$ cat config.mk
export PLATFORM = sky130hd
export DESIGN_NAME = spi_flag_ctrl
export DESIGN_NICKNAME = d
export VERILOG_FILES = /design/src/rtl/spi_flag_pkg.sv /design/src/rtl/spi_pin_sync.sv /design/src/rtl/spi_xfer_window.sv /design/src/rtl/spi_sticky_flag.sv /design/src/rtl/spi_flag_ctrl.sv
export SDC_FILE = /design/constraint.sdc
export NUM_CORES = 1
export LEC_CHECK = 0
export BUFFER_PORTS_ARGS = -buffer_cell sky130_fd_sc_hd__buf_2
export CAP_MARGIN = 0
export CORE_UTILIZATION = 35
export DETAILED_ROUTE_END_ITERATION = 7
export PLACE_DENSITY = 0.69
export SLEW_MARGIN = 15
export SYNTH_ARGS = -nofsm -noshare
export SYNTH_HDL_FRONTEND = slang
export SYNTH_SLANG_ARGS = --single-unit
$ cat constraint.sdc
create_clock -name clk -period 1.12 [get_ports clk]
set_input_delay 0 -clock clk [delete_from_list [all_inputs] [get_ports clk]]
set_output_delay 0 -clock clk [all_outputs]
set_load 0.1 [all_outputs]
$ cat src/rtl/spi_flag_pkg.sv
package spi_flag_pkg;

    // Flag slots, in the order the flag array is built.
    localparam int FLAG_CNT  = 3;
    localparam int IDX_DONE  = 0;
    localparam int IDX_COLL  = 1;
    localparam int IDX_FAULT = 2;

    // Bit positions of the flags in the status byte.
    localparam int STAT_W         = 8;
    localparam int STAT_DONE_BIT  = 7;
    localparam int STAT_COLL_BIT  = 6;
    localparam int STAT_FAULT_BIT = 4;

    // State of one sticky flag.
    typedef struct packed {
        logic flag;
        logic arm;
    } flag_state_t;

    // State of the transfer-window tracker.
    typedef struct packed {
        logic open;
    } win_state_t;

endpackage

$ cat src/rtl/spi_pin_sync.sv
module spi_pin_sync #(
    parameter int   STAGES  = 2,
    parameter logic RST_VAL = 1'b0
) (
    input  logic clk,
    input  logic rst_n,
    input  logic pin,
    output logic level,
    output logic rise,
    output logic fall
);

    typedef struct packed {
        logic [STAGES-1:0] chain;
        logic              prev;
    } sync_state_t;

    sync_state_t st_d, st_q;

    always_comb begin
        st_d       = st_q;
        st_d.chain = {st_q.chain[STAGES-2:0], pin};
        st_d.prev  = st_q.chain[STAGES-1];
    end

    always_ff @(posedge clk or negedge rst_n) begin
        if (!rst_n) begin
            st_q.chain <= {STAGES{RST_VAL}};
            st_q.prev  <= RST_VAL;
        end else begin
            st_q <= st_d;
        end
    end

    assign level = st_q.chain[STAGES-1];
    assign rise  = st_q.chain[STAGES-1] & ~st_q.prev;
    assign fall  = ~st_q.chain[STAGES-1] & st_q.prev;

endmodule

$ cat src/rtl/spi_xfer_window.sv
module spi_xfer_window
    import spi_flag_pkg::*;
(
    input  logic clk,
    input  logic rst_n,
    input  logic cpha,
    input  logic ss_n_lvl,
    input  logic ss_n_fall,
    input  logic ss_n_rise,
    input  logic sck_edge,
    input  logic done,
    output logic open
);

    win_state_t st_d, st_q;

    always_comb begin
        st_d = st_q;
        if (!cpha) begin
            // Phase 0: the select line alone bounds the window.
            if (ss_n_fall)      st_d.open = 1'b1;
            else if (ss_n_rise) st_d.open = 1'b0;
        end else begin
            // Phase 1: the first clock transition opens it, end of byte closes it.
            if (done)                      st_d.open = 1'b0;
            else if (sck_edge && !ss_n_lvl) st_d.open = 1'b1;
        end
    end

    always_ff @(posedge clk or negedge rst_n) begin
        if (!rst_n) st_q.open <= 1'b0;
        else        st_q      <= st_d;
    end

    assign open = st_q.open;

endmodule

$ cat src/rtl/spi_sticky_flag.sv
module spi_sticky_flag
    import spi_flag_pkg::*;
(
    input  logic clk,
    input  logic rst_n,
    input  logic set,
    input  logic stat_rd,
    input  logic access,
    output logic flag,
    output logic armed
);

    flag_state_t st_d, st_q;

    always_comb begin
        st_d = st_q;
        // A set event wins over a clearing access in the same cycle.
        if (set)
            st_d.flag = 1'b1;
        else if (access && st_q.arm && st_q.flag)
            st_d.flag = 1'b0;

        // Any data access uses up the arm. A status read only arms while the flag is set.
        if (access || !st_q.flag)
            st_d.arm = 1'b0;
        else if (stat_rd)
            st_d.arm = 1'b1;
    end

    always_ff @(posedge clk or negedge rst_n) begin
        if (!rst_n) begin
            st_q.flag <= 1'b0;
            st_q.arm  <= 1'b0;
        end else begin
            st_q <= st_d;
        end
    end

    assign flag  = st_q.flag;
    assign armed = st_q.arm;

endmodule

$ cat src/rtl/spi_flag_ctrl.sv
module spi_flag_ctrl
    import spi_flag_pkg::*;
#(
    parameter int SYNC_STAGES = 2
) (
    input  logic              clk,
    input  logic              rst_n,
    input  logic              stat_rd,
    input  logic              data_rd,
    input  logic              data_wr,
    input  logic              sck,
    input  logic              ss_n,
    input  logic              cpha,
    input  logic              master,
    input  logic              irq_en,
    input  logic              xfer_done,
    output logic [STAT_W-1:0] status,
    output logic              irq,
    output logic              data_wr_en
);

    logic sck_lvl, sck_rise, sck_fall;
    logic ss_n_s, ss_n_rise, ss_n_fall;
    logic win_open;
    logic data_access;
    logic [FLAG_CNT-1:0] set_vec, flag_vec, arm_vec;

    spi_pin_sync #(.STAGES(SYNC_STAGES), .RST_VAL(1'b0)) u_sck_sync (
        .clk(clk), .rst_n(rst_n), .pin(sck),
        .level(sck_lvl), .rise(sck_rise), .fall(sck_fall)
    );

    spi_pin_sync #(.STAGES(SYNC_STAGES), .RST_VAL(1'b1)) u_ss_sync (
        .clk(clk), .rst_n(rst_n), .pin(ss_n),
        .level(ss_n_s), .rise(ss_n_rise), .fall(ss_n_fall)
    );

    spi_xfer_window u_win (
        .clk(clk), .rst_n(rst_n), .cpha(cpha),
        .ss_n_lvl(ss_n_s), .ss_n_fall(ss_n_fall), .ss_n_rise(ss_n_rise),
        .sck_edge(sck_rise | sck_fall), .done(xfer_done), .open(win_open)
    );

    assign data_access = data_rd | data_wr;

    always_comb begin
        set_vec            = '0;
        set_vec[IDX_DONE]  = xfer_done;
        set_vec[IDX_COLL]  = data_wr & win_open;
        set_vec[IDX_FAULT] = master & ~ss_n_s;
    end

    for (genvar g = 0; g < FLAG_CNT; g++) begin : g_flag
        spi_sticky_flag u_flag (
            .clk(clk), .rst_n(rst_n), .set(set_vec[g]),
            .stat_rd(stat_rd), .access(data_access),
            .flag(flag_vec[g]), .armed(arm_vec[g])
        );
    end

    always_comb begin
        status                 = '0;
        status[STAT_DONE_BIT]  = flag_vec[IDX_DONE];
        status[STAT_COLL_BIT]  = flag_vec[IDX_COLL];
        status[STAT_FAULT_BIT] = flag_vec[IDX_FAULT];
    end

    assign irq        = flag_vec[IDX_DONE] & irq_en;
    assign data_wr_en = data_wr & ~win_open
                        & ~(flag_vec[IDX_DONE] & ~arm_vec[IDX_DONE]);

    // sck_lvl is only needed for edge detection.
    logic unused_ok;
    assign unused_ok = sck_lvl;

endmodule

==> results of run 1 <==
path summary, 6_finish.rpt:
check,startpoint,to,slack [ns]
setup / recovery,g_flag[0].u_flag.flag,data_wr_en,-0.006
hold / removal,stat_rd,g_flag[1].u_flag.armed,0.02
setup reg to reg,u_ss_sync.st_q[0],u_win.open,0.10
hold reg to reg,u_sck_sync.st_d[2],u_sck_sync.level,0.35
max in group asynchronous,rst_n,u_ss_sync.st_q[0],0.71
min in group asynchronous,rst_n,u_sck_sync.st_d[2],0.14
flip-flops by register name, summed over array words and instances (netlist names):
name                 cells
u_win.open               1
u_ss_sync.st_d           1
u_sck_sync.st_q          1
g_flag.u_flag.armed      3
u_sck_sync.level         1
u_ss_sync.level          1
u_sck_sync.st_d          1
g_flag.u_flag.flag       3
u_ss_sync.st_q           1
power groups by stage:
stage                     Clock (mW)  Combinational, mW  Sequential [mW]
after floorplan                    0              0.306            0.534
after global placement             0              0.337            0.540
after detailed placement           0              0.340            0.542
after CTS                      0.289              0.368            0.532
after global routing           0.310              0.391            0.539
final                          0.275              0.373            0.534
per-stage QoR:
step | total power, mW | instances
global route | 1.24 | 84
detailed placement | 0.882 | 71
global placement | 0.877 | 71
floorplan | 0.840 | 50
CTS | 1.19 | 84
finish | 1.18 | 84
layout make-up:
class,count,area (um2),area share
clock buffers,4,26.3,0.0351
inverters,2,7.51,0.0100
well taps,15,18.8,0.0250
multi-input cells,26,159,0.212
repair buffers,24,208,0.277
flip-flops and latches,13,330,0.441
synth_stat cells (all sizes together):
cell type	instances	area, um2
nand2b	1	6.26
dfstp	3	78.8
conb	1	3.75
buf	9	71.3
a21oi	1	5.00
a22o	2	20.0
a21o	2	15.0
xnor2	1	8.76
dfrtp	10	250
o21ai	3	15.0
nor2	4	15.0
and2	1	6.26
inv	2	7.51
nand2	3	11.3
maj3	1	11.3
or2	1	6.26
and3	1	7.51
timing repair:
item,4_1_cts,5_1_grt
hold endpoints to repair,19,0
setup buffers,2,0
pin swaps,1,0
endpoints found under the setup margin,1,2
hold buffers,7,0
gates resized for setup,3,2
logic make-up (layout without fill, tap and decap cells):
| group | Yosys count | count (layout) | synth area share |
|---|---|---|---|
| fa+ha+maj | 1 | 1 | 0.0209 |
| buf+inv | 11 | 30 | 0.146 |
| compound gates | 8 | 8 | 0.102 |
| simple gates | 11 | 11 | 0.0975 |
| other cells | 1 | 5 | 0.00695 |
| xor+xnor | 1 | 1 | 0.0162 |
| flops | 13 | 13 | 0.610 |
worst register-to-register path: stages, from the launching register on:
cell and delay [ns]:
dfstp_2 0.52, nor2_1 0.04, maj3_2 0.29, a21oi_1 0.10
per-layer routing:
metal  global-route usage  vias up  share of wire
li1                     -      183              -
met1                0.120      177           0.39
met2                0.203       15           0.56
met3               0.0163        2          0.052
met4               0.0968        0         0.0061
met5                    0        -              0
==> results.json, run 1 <==
{
  "worstPathRequired_ns": 1.12,
  "post-dp-hpwl_um": 574,
  "worst-path-buf-inv": 1,
  "avgSynthCellArea_um2": 11.7,
  "grt_use_total": 0.116,
  "antennaDiodeCount": 0,
  "synth-seq-cells": 13,
  "yosysSeqAreaShare": 0.610,
  "ir_worst_vdd_mv": 0.730,
  "route.detailed.drc": 0,
  "root_buffer": "clkbuf_4",
  "power.switching_uw": 428,
  "grt_pass1_wl_mm": 1.21,
  "fmax_mhz": 888,
  "cp-start-kind": "register",
  "place_ws_ns": 0.110,
  "cp_cell_sequence": "nand2b_4 > and3_4 > buf_12",
  "postLayoutCoreUtil": 0.549,
  "htreeDepth": 1,
  "drt_iter0_drc": 4,
  "io_pins": 21,
  "max_cap_violations": 0,
  "finalCritPeriodShare": 1.01,
  "dieHeight_um": 41.3,
  "whs_ns": 0.0248,
  "fin_setup_tns_ns": -0.00620,
  "layout-drive-gt1-share": 0.449,
  "cp_max_fo": 4,
  "skew_ns": 0.00146,
  "antenna_found_initial": 0,
  "power.leakage_nw": 0.359,
  "power.density_nw_per_um2": 1580,
  "wl_per_cell_um": 9.70,
  "worst_path_max_delay_cell": "dfrtp_2",
  "cts_sinks": 13,
  "finalMaxSlewViolations": 0,
  "status": "finished with violations",
  "nFillCells": 139,
  "numCtsBuffers": 3,
  "start_util": 0.395,
  "worstHoldPathType": "primary input to register",
  "rows": 13,
  "setup_viol": 1,
  "grt_max_degree": 14,
  "gp_congestion": 0.673,
  "ys_warn_count": 0,
  "port-buffer-count": 15,
  "viasPerCell": 4.49,
  "ant_nets": 0,
  "core_area_um2": 1370,
  "setup_ws_ns": -0.00620,
  "finalNetCount": 81,
  "drt_pre_antenna_iters": 4,
  "globalRouteOverflowTotal": 0,
  "vias": 377,
  "arrival_ns": 1.13,
  "violations": "negative setup slack",
  "insertion_delay_ns": 0.26,
  "cts_tree": "done",
  "critPathKind": "register to output port",
  "power_frac_seq": 0.452,
  "finalInstanceArea_um2": 749,
  "cp.depth": 3,
  "placedInstanceArea_um2": 623,
  "synthCells": 46,
  "layout_common_cells": "buf_2, dfrtp_1, dlygate4sd3_1",
  "areaGrowthSynthToFinish_pct": 39.0,
  "clock_power_share": 0.233,
  "wl_um": 815,
  "netlist_area_um2": 539,
  "grt_pass1_vias": 331,
  "internal_power_uw": 754,
  "die_area_um2": 1700,
  "comb_power_share": 0.315,
  "hold_viol_final": 0,
  "hold_depth": 3,
  "rsz0062_at_grt": "yes",
  "final_common_cell": "buf_2",
  "period_needed_ns": 1.13,
  "clk_path_buf_depth": 2,
  "path_clk_slew_ns": 0.07,
  "crit_family": "flip-flops",
  "die_w_um": 41.3,
  "swShare": 0.362,
  "end_kind": "output port",
  "yosysUniqueCellTypes": 18,
  "worst-r2r-cell-count": 3,
  "slowest_delay_ns": 0.44
}
(Power assumes the default switching activity.)
==> inputs of run 2 (changes only) <==
--- a/config.mk
+++ b/config.mk
@@ -9,8 +9,10 @@
 export CAP_MARGIN = 0
 export CORE_UTILIZATION = 35
 export DETAILED_ROUTE_END_ITERATION = 7
-export PLACE_DENSITY = 0.69
+export PLACE_DENSITY = 0.68
+export SETUP_SLACK_MARGIN = 0.05
 export SLEW_MARGIN = 15
 export SYNTH_ARGS = -nofsm -noshare
 export SYNTH_HDL_FRONTEND = slang
+export SYNTH_HIERARCHICAL = 1
 export SYNTH_SLANG_ARGS = --single-unit
==> run 2 against run 1 <==
Against the previous run: the run still ends with negative setup slack left; fmax is 12% lower; synthesized area grew 6.0%; hold slack gained 0.0099 ns; worst setup slack worse by 0.15 ns; via count grew 4.8%; combinational power grew 7.8%; die area rose by 5.8%; register-to-register slack got worse by 0.09 ns; design area increased by 6.7%; synthesized cell count rose by 4.3%; clock power is essentially flat; core utilization decreased by 2.4 points; critical endpoint unchanged.
==> results.json, run 2 <==
{
  "status": "finished with violations",
  "violations": "negative setup slack",
  "synthCells": 48,
  "die_area_um2": 1800,
  "htreeDepth": 1,
  "layout_common_cells": "buf_2, dfrtp_1, conb_1, dlygate4sd3_1",
  "rows": 14,
  "setup_ws_ns": -0.157,
  "place_ws_ns": -0.0164,
  "total_power_mw": 1.22,
  "register_area_um2": 335,
  "worstHoldPathType": "primary input to register",
  "wl_per_cell_um": 9.48,
  "clk_path_buf_depth": 2,
  "layout-drive-gt1-share": 0.500,
  "synth_area_leader_cell": "dfrtp_1",
  "finalMaxSlewViolations": 0,
  "power.leakage_nw": 0.378,
  "synth-compound-area-share": 0.0678,
  "synth_top_family_by_area": "simple AND/OR/NAND/NOR gates",
  "drt_iter0_drc": 3,
  "drt_pre_antenna_iters": 4,
  "period_needed_ns": 1.28,
  "cts_setup_buffers": 0,
  "grt_max_degree": 14,
  "grt_pass1_wl_mm": 1.56,
  "avgSynthCellArea_um2": 11.9,
  "io_pins": 21,
  "ys.flop_type": "dfrtp_1",
  "rsz0062_at_grt": "yes",
  "critPathKind": "register to output port",
  "yosysMostFrequentCell": "dfrtp_1",
  "nFillCells": 151,
  "post_synth_xor_area_fraction": 0,
  "grt_pass1_vias": 371,
  "multi_input_area_um2": 226,
  "finalCritPeriodShare": 1.14,
  "synth_top_area_frac": 0.438,
  "areaGrowthSynthToFinish_pct": 39.8,
  "synthArstFlopShare": 1.00,
  "synthMuxAreaShare": 0,
  "comb_power_share": 0.330,
  "insertion_delay_ns": 0.26,
  "arrival_ns": 1.28,
  "synth-seq-cells": 13,
  "ys_warn_count": 6,
  "synthTopCellsByCount": "dfrtp_1, buf_4, nor3b_2",
  "yosysUniqueCellTypes": 19,
  "path_clk_slew_ns": 0.08,
  "vias": 395,
  "antennaDiodeCount": 0,
  "ir_worst_vdd_mv": 0.879,
  "final_common_cell": "buf_2",
  "max_cap_violations": 0,
  "route.detailed.drc": 0,
  "root_buffer": "clkbuf_4",
  "power.density_nw_per_um2": 1530,
  "synth_edf_count": 0,
  "cts_sinks": 13,
  "setup_viol": 2,
  "clock_power_share": 0.224,
  "gp_congestion": 0.618,
  "cts_tree": "done",
  "globalRouteOverflowTotal": 0,
  "start_util": 0.375,
  "antenna_found_initial": 0,
  "power_frac_seq": 0.446,
  "yosysSeqAreaShare": 0.575,
  "synthAdderAreaFrac": 0,
  "viasPerCell": 4.49,
  "finalNetCount": 84,
  "power.switching_uw": 454,
  "end_kind": "output port",
  "ant_nets": 0,
  "wl_um": 834,
  "core_area_um2": 1520,
  "worstPathRequired_ns": 1.12,
  "hold_viol_final": 0,
  "internal_power_uw": 766,
  "fin_setup_tns_ns": -0.230,
  "die_w_um": 42.4,
  "grt_use_total": 0.115,
  "netlist_area_um2": 572,
  "port-buffer-count": 15,
  "skew_ns": 0.000596,
  "synthTopCellsByArea": "dfrtp_1, dfstp_2, nor3b_2",
  "cp_max_fo": 2,
  "numCtsBuffers": 3,
  "dieHeight_um": 42.4,
  "post-dp-hpwl_um": 651,
  "synthSimpleGateAreaFrac": 0.271,
  "swShare": 0.372,
  "fmax_mhz": 783,
  "cp-start-kind": "register"
}
==> run 2: changes by cell type after synthesis, moves of 2 or more <==
cell,change
a22o_2,-2
o21ai_0,-3
nor3b_2,+4
and2b_2,+2
nor2b_1,+3
buf_4,-3
==> run 2: final timing paths <==
path	startpoint	endpoint	slack, ns	depth (start not counted)
setup reg to reg	u_sck_sync/level	u_win/open	0.01	4
setup / recovery	g_flag[0].u_flag/flag	data_wr_en	-0.16	3
hold / removal	master	g_flag[2].u_flag/flag	0.03	3
min in group asynchronous	rst_n	g_flag[1].u_flag/armed	0.14	2
max in group asynchronous	rst_n	u_ss_sync/level	0.71	2
hold reg to reg	u_ss_sync/st_d[2]	u_ss_sync/level	0.36	0
==> run 2: logic make-up after synthesis <==
logic type	after synthesis
AOI/OAI and AO/OA	6
other	1
buffers and inverters	7
DFF	13
and+or+nand+nor	21
==> run 2: worst max-delay path, stage by stage, from the launching register on <==
cell and delay (ns):
dfrtp_4 0.47, nor2b_4 0.13, nor3b_4 0.20, buf_12 0.20
==> run 2: power groups by stage <==
stage | clock [mW] | combinational, mW | sequential, mW
final | 0.273 | 0.402 | 0.544
after global routing | 0.309 | 0.420 | 0.552
after CTS | 0.294 | 0.404 | 0.545
after detailed placement | 0 | 0.381 | 0.552
after global placement | 0 | 0.378 | 0.551
after floorplan | 0 | 0.191 | 0.668
==> run 2: area by class of cell <==
class,instances,share of cell area
repair buffers,21,0.228
clock inverters,1,0.00626
flip-flops and latches,13,0.419
multi-input cells,32,0.283
clock buffers,3,0.0282
well taps,16,0.0250
inverters,2,0.00939
==> run 2: per-stage QoR <==
step | utilization | instance area, um2 | hold slack (ns) | instances
after global placement | 0.470 | 716 | -0.105 | 79
final | 0.525 | 800 | 0.0348 | 88
after global routing | 0.525 | 800 | 0.0341 | 88
after CTS | 0.524 | 798 | 0.0245 | 88
after floorplan | - | 606 | -0.296 | 52
after detailed placement | 0.470 | 716 | -0.105 | 79
==> run 2: metal layers <==
metal  up-vias  share of wire  track usage
met1       189           0.45        0.159
met2        15           0.50        0.169
met5         -              0            0
met4         0              0       0.0750
met3         0          0.044       0.0129
li1        191              -            -
==> run 2: timing repair <==
action / 4_1_cts / 5_1_grt
hold buffers: 5 / 0
endpoints found under the hold margin: 17 / 0
pin swaps: 3 / 0
resized for setup: 2 / 1
setup endpoints to repair: 6 / 4
cloned: 0 / 0
